--- config.mk ---
export PLATFORM = sky130hd
export DESIGN_NAME = wdt_guard
export DESIGN_NICKNAME = d
export VERILOG_FILES = /design/src/rtl/wdt_guard_pkg.sv /design/src/rtl/wdt_guard_ctrl.sv /design/src/rtl/wdt_guard_dp.sv /design/src/rtl/wdt_guard.sv
export SDC_FILE = /design/constraint.sdc
export NUM_CORES = 1
export LEC_CHECK = 0
export BUFFER_PORTS_ARGS = -buffer_cell sky130_fd_sc_hd__buf_2
export CORE_MARGIN = 1.5
export CORE_UTILIZATION = 50
export DETAILED_ROUTE_END_ITERATION = 8
export HOLD_SLACK_MARGIN = 0.05
export PLACE_DENSITY_LB_ADDON = 0.15
export SLEW_MARGIN = 20
export SYNTH_ARGS = -nofsm -noshare
export SYNTH_HDL_FRONTEND = slang
export SYNTH_SLANG_ARGS = --single-unit
--- constraint.sdc ---
create_clock -name clk -period 4.1 [get_ports clk]
set_clock_uncertainty 0.1 [all_clocks]
set_input_delay 0.41 -clock clk [delete_from_list [all_inputs] [get_ports clk]]
set_output_delay 0.41 -clock clk [all_outputs]
set_load 0.1 [all_outputs]
--- src/rtl/wdt_guard_pkg.sv ---
package wdt_guard_pkg;

  // Control register field positions (readback and write decode agree on these)
  localparam int KICK_BIT = 7;
  localparam int IDLE_BIT = 4;
  localparam int SEL_W    = 3;

  // Largest prescaler ratio is 256, so the prescaler counter needs 8 bits
  localparam int PRE_W    = 8;

  typedef struct packed {
    logic zero;     // hold everything at zero (watchdog disabled)
    logic restart;  // kick: restart prescaler and counter
    logic run;      // counting allowed this cycle
  } wdt_strobe_t;

  // Division ratio for a select code; codes 1 and 2 are deliberately swapped
  function automatic logic [PRE_W:0] ratioOf(input logic [SEL_W-1:0] code);
    logic [PRE_W:0] r;
    case (code)
      3'd0: r = 9'd2;
      3'd1: r = 9'd8;
      3'd2: r = 9'd4;
      3'd3: r = 9'd16;
      3'd4: r = 9'd32;
      3'd5: r = 9'd64;
      3'd6: r = 9'd128;
      default: r = 9'd256;
    endcase
    return r;
  endfunction

endpackage

--- src/rtl/wdt_guard_ctrl.sv ---
module wdt_guard_ctrl
  import wdt_guard_pkg::*;
(
  input  logic              clk,
  input  logic              rst_n,
  input  logic              ctrlWe,
  input  logic [7:0]        ctrlWdata,
  input  logic              wdtEnable,
  input  logic              cpuIdle,
  output wdt_strobe_t       strobe,
  output logic [SEL_W-1:0]  selNext,
  output logic [7:0]        ctrlRdata
);

  logic [SEL_W-1:0] selQ;
  logic             idleRunQ;
  logic             kickNow;
  logic             unusedBits;

  assign kickNow    = ctrlWe & ctrlWdata[KICK_BIT];
  assign unusedBits = ^{ctrlWdata[6:5], ctrlWdata[3]};

  always_ff @(posedge clk or negedge rst_n) begin
    if (!rst_n) begin
      selQ     <= '0;
      idleRunQ <= 1'b0;
    end else if (ctrlWe) begin
      selQ     <= ctrlWdata[SEL_W-1:0];
      idleRunQ <= ctrlWdata[IDLE_BIT];
    end
  end

  // Code seen by a restart in this cycle: a simultaneous write wins
  assign selNext = ctrlWe ? ctrlWdata[SEL_W-1:0] : selQ;

  always_comb begin
    strobe.zero    = ~wdtEnable;
    strobe.restart = kickNow;
    strobe.run     = wdtEnable & (~cpuIdle | idleRunQ);
  end

  always_comb begin
    ctrlRdata                = '0;
    ctrlRdata[SEL_W-1:0]     = selQ;
    ctrlRdata[IDLE_BIT]      = idleRunQ;
  end

endmodule

--- src/rtl/wdt_guard_dp.sv ---
module wdt_guard_dp
  import wdt_guard_pkg::*;
#(
  parameter int CNT_W = 14
) (
  input  logic             clk,
  input  logic             rst_n,
  input  wdt_strobe_t      strobe,
  input  logic [SEL_W-1:0] selNext,
  output logic             timeout,
  output logic [CNT_W-1:0] wdCount
);

  logic [SEL_W-1:0] activeSel;
  logic [PRE_W-1:0] preCnt;
  logic [PRE_W:0]   ratioM1;
  logic             preEnd;
  logic             preTick;
  logic             hold;

  assign hold    = strobe.zero | strobe.restart;
  assign ratioM1 = ratioOf(activeSel) - 1'b1;
  assign preEnd  = ({1'b0, preCnt} == ratioM1);
  assign preTick = strobe.run & ~hold & preEnd;

  // Prescaler: code is latched only at a restart, so a period is never cut
  always_ff @(posedge clk or negedge rst_n) begin
    if (!rst_n) begin
      preCnt    <= '0;
      activeSel <= '0;
    end else if (hold || preTick) begin
      preCnt    <= '0;
      activeSel <= selNext;
    end else if (strobe.run) begin
      preCnt    <= preCnt + 1'b1;
    end
  end

  // Watchdog counter and one-cycle wrap pulse
  always_ff @(posedge clk or negedge rst_n) begin
    if (!rst_n) begin
      wdCount <= '0;
      timeout <= 1'b0;
    end else if (hold) begin
      wdCount <= '0;
      timeout <= 1'b0;
    end else begin
      timeout <= preTick & (&wdCount);
      if (preTick) wdCount <= wdCount + 1'b1;
    end
  end

endmodule

--- src/rtl/wdt_guard.sv ---
module wdt_guard
  import wdt_guard_pkg::*;
#(
  parameter int CNT_W = 14
) (
  input  logic       clk,
  input  logic       rst_n,
  input  logic       ctrlWe,
  input  logic [7:0] ctrlWdata,
  input  logic       wdtEnable,
  input  logic       cpuIdle,
  output logic       timeout,
  output logic [7:0] ctrlRdata
);

  wdt_strobe_t      strobe;
  logic [SEL_W-1:0] selNext;
  logic [CNT_W-1:0] wdCount;

  wdt_guard_ctrl u_ctrl (
    .clk       (clk),
    .rst_n     (rst_n),
    .ctrlWe    (ctrlWe),
    .ctrlWdata (ctrlWdata),
    .wdtEnable (wdtEnable),
    .cpuIdle   (cpuIdle),
    .strobe    (strobe),
    .selNext   (selNext),
    .ctrlRdata (ctrlRdata)
  );

  wdt_guard_dp #(.CNT_W(CNT_W)) u_dp (
    .clk     (clk),
    .rst_n   (rst_n),
    .strobe  (strobe),
    .selNext (selNext),
    .timeout (timeout),
    .wdCount (wdCount)
  );

endmodule

==> results by group <==
Run status
  • Status: completed

Yosys
  • Yosys warnings: 0
  • Avg Cell Area, Syn: 9.705 µm²
  • Synth unique cells: 46
  • Most frequent cells after synthesis: 30 x dfrtp_1, 19 x nand2_1, 14 x nor2_1
  • Most common cell in the netlist: dfrtp_1
  • Sequential fraction of the synthesis area: 41.81%
  • Post-synth EDFFs: 0
  • Ranking of synthesized cells by area: dfrtp_1 42%, mux2_2 5.0%, nand2_1 4.0%, and3_1 3.5%, buf_4 2.9%
  • Ys async rst share: 100.0%
  • Register bit total from synthesis: 30
  • Synth Flop Type: dfrtp_1
  • Syn Inst Count: 185
  • Synth top area share: 41.81%
  • Yosys top cell by area: dfrtp_1
  • Synthesized area: 0.001795 mm²

STA
  • Tightest Pin Transition: 0.7848 ns
  • Period utilisation layout: 60.32%
  • Slew HR: 47.68%
  • Final setup violation count: 0
  • Setup_tns: 0 ns
  • RSZ-0062 raised after global routing: no
  • Fin. max-slew vios: 0
  • Peak Freq: 0.4044 GHz
  • Final setup margin: 1.627 ns
  • Min cycle time layout: 2.473 ns
  • Final hold vios: 0

Critical path
  • CP Data Required Time: 4.21 ns
  • Slowest stage delay, CP: 0.64 ns
  • CP Cell Sequence: nor4b_2 > o21ai_2 > a32oi_2 > a21oi_1 > mux2_2
  • CP bufs+invs: 0
  • Worst-path maximum fanout: 15
  • Slowest-stage cell, CP: a32oi_2
  • Critical Path AT: 2.58 ns
  • CP startpoint kind: flop
  • Top delay family on crit path: compound AO/OA/AOI/OAI gates
  • Worst Setup End Kind: flop
  • CP Class: flop to flop

Route
  • DR vias: 1440
  • Detailed Route WL: 3660 µm
  • Final ANT Viol Nets: 0
  • Remaining DRCs: 0
  • Initial DRC Count: 95
  • Via density: 5.975
  • Pre-antenna DRT Iters: 4
  • WL/cell: 15.19 µm

Flow run
  • Max Cap Violations: 0

Floorplanning
  • Total Die Area: 0.003960 mm²
  • Die height: 62.93 µm
  • Effective utilization at floorplan: 52.97%
  • IO Pins: 22
  • Die Wd: 62.93 µm
  • Row cnt: 21
  • CORE AREA: 0.003390 mm²

GRT
  • Vias in the first global route: 1455
  • Initial antenna violation count: 0
  • Global-route wire length before repair: 6727 µm
  • Aggregate global routing overflow: 0
  • All-Layer GR Usage: 21.65%
  • Largest net degree at the start of global routing: 31

CTS
  • Post-CTS Repair Setup Buffers: 0
  • H-tree levels: 2
  • CTS Root Cell: clkbuf_4
  • TritonCTS buffer count: 5
  • CTS tree: built
  • CTS sink count: 30
  • CTS max path bufs: 2
  • Clock network latency to the later pin of the worst-skew pair: 0.32 ns
  • Worst-path clk slew: 0.10 ns

Finish
  • ANT cells: 0
  • Filler cells: 279
  • Multi-input logic area: 935.9 µm²
  • Area Overhead vs Synth: 6.550%
  • Share of post-route cells with drive strength above 1: 22.56%
  • Nets: 209
  • Register Area: 750.7 µm²

Pwr
  • Leakage power: 0.9126 nW
  • VDD IR max: 272.2 µV
  • Pwr dens: 351.4 mW/mm²

Min path
  • Min-Delay Path Class: input pin to flop

Placed design
  • RePlAce Congestion: 0.7827
  • # port buffers: 14
  • Post-DP HPWL: 2486 µm
  • Setup slack at placement: 1.563 ns
==> what timing repair did <==
| action | in CTS | in global routing |
|---|---|---|
| endpoints found under the hold margin | 30 | 0 |
| gates resized for setup | 0 | 0 |
| hold buffers | 1 | 0 |
==> logic make-up after synthesis <==
group                      count (synthesis)  synth area share [%]
and+or+nand+nor                           82                 24.81
xor gates and xnor gates                   7                 3.415
adders and majority gates                  2                 1.394
DFF                                       30                 41.81
buffers and inverters                     18                 6.689
muxes                                     10                 6.133
AOI/OAI and AO/OA                         35                 15.54
other                                      1                0.2089
==> cell usage in the layout (no fill, tap or decap), types with 3 or more instances in the layout <==
master and instances:
and2_1 4, nand3_1 6, nor3_1 10, a41o_1 3, a31o_2 5, dfrtp_1 30
nand4_1 5, a31oi_1 7, and3_1 10, buf_2 14, conb_1 4, clkbuf_4 5
and4_1 3, a41oi_1 3, mux2_2 8, nand2_1 19, nand2b_1 3, xor2_1 6
nor2_1 14
==> where the power goes <==
part / switching [mW] / internal, mW
Sequential: 0.0152 / 0.305
Combinational: 0.0899 / 0.0318
Clock: 0.104 / 0.126
Total: 0.209 / 0.463
==> state kept, by name, indices dropped and copies added, names as in the netlist <==
| signal | count |
|---|---|
| u_ctrl.idleRunQ | 1 |
| u_dp.activeSel | 3 |
| u_dp.timeout | 1 |
| u_ctrl.selQ | 3 |
| u_dp.preCnt | 8 |
| u_dp.wdCount | 14 |
==> per-stage QoR <==
stage / total power, mW / cells / cell area (µm²) / hold slack (ns) / utilization [%]
detailed placement: 0.4467 / 232 / 1826 / 0.3886 / 53.86
finish: 0.6723 / 241 / 1913 / 0.2158 / 56.44
global placement: 0.4421 / 232 / 1826 / 0.3744 / 53.86
global route: 0.7057 / 241 / 1913 / 0.2014 / 56.44
CTS: 0.6786 / 241 / 1913 / 0.2064 / 56.44
floorplan: 0.4256 / 188 / 1807 / 0.01441 / -
==> area by class of cell <==
class / count / share of cell area [%]
multi-input cells: 140 / 48.92
flip-flops and latches: 30 / 39.24
repair buffers: 16 / 4.578
well taps: 46 / 3.009
clock inverters: 3 / 2.093
clock buffers: 5 / 1.962
inverters: 1 / 0.1962
==> metal layers <==
layer	share of wire, %	vias to the layer above	global-route usage, %
li1	-	694	-
met2	46	34	34.18
met1	49	705	28.82
met3	3.2	7	3.784
met5	0	-	0
met4	1.8	0	10.28
==> final timing paths <==
path	slack, ns	endpoint	from	cells after the start
max	1.63	u_dp.activeSel[1]	u_dp.activeSel[2]	5
min	0.22	u_ctrl.idleRunQ	ctrlWdata[4]	2
max reg2reg	1.63	u_dp.activeSel[1]	u_dp.activeSel[2]	5
min reg2reg	0.44	u_ctrl.idleRunQ	u_ctrl.idleRunQ	1
max in group asynchronous	2.90	u_ctrl.idleRunQ	rst_n	2
min in group asynchronous	0.55	u_dp.timeout	rst_n	2
Note: power is estimated with default switching activity, not from simulation.
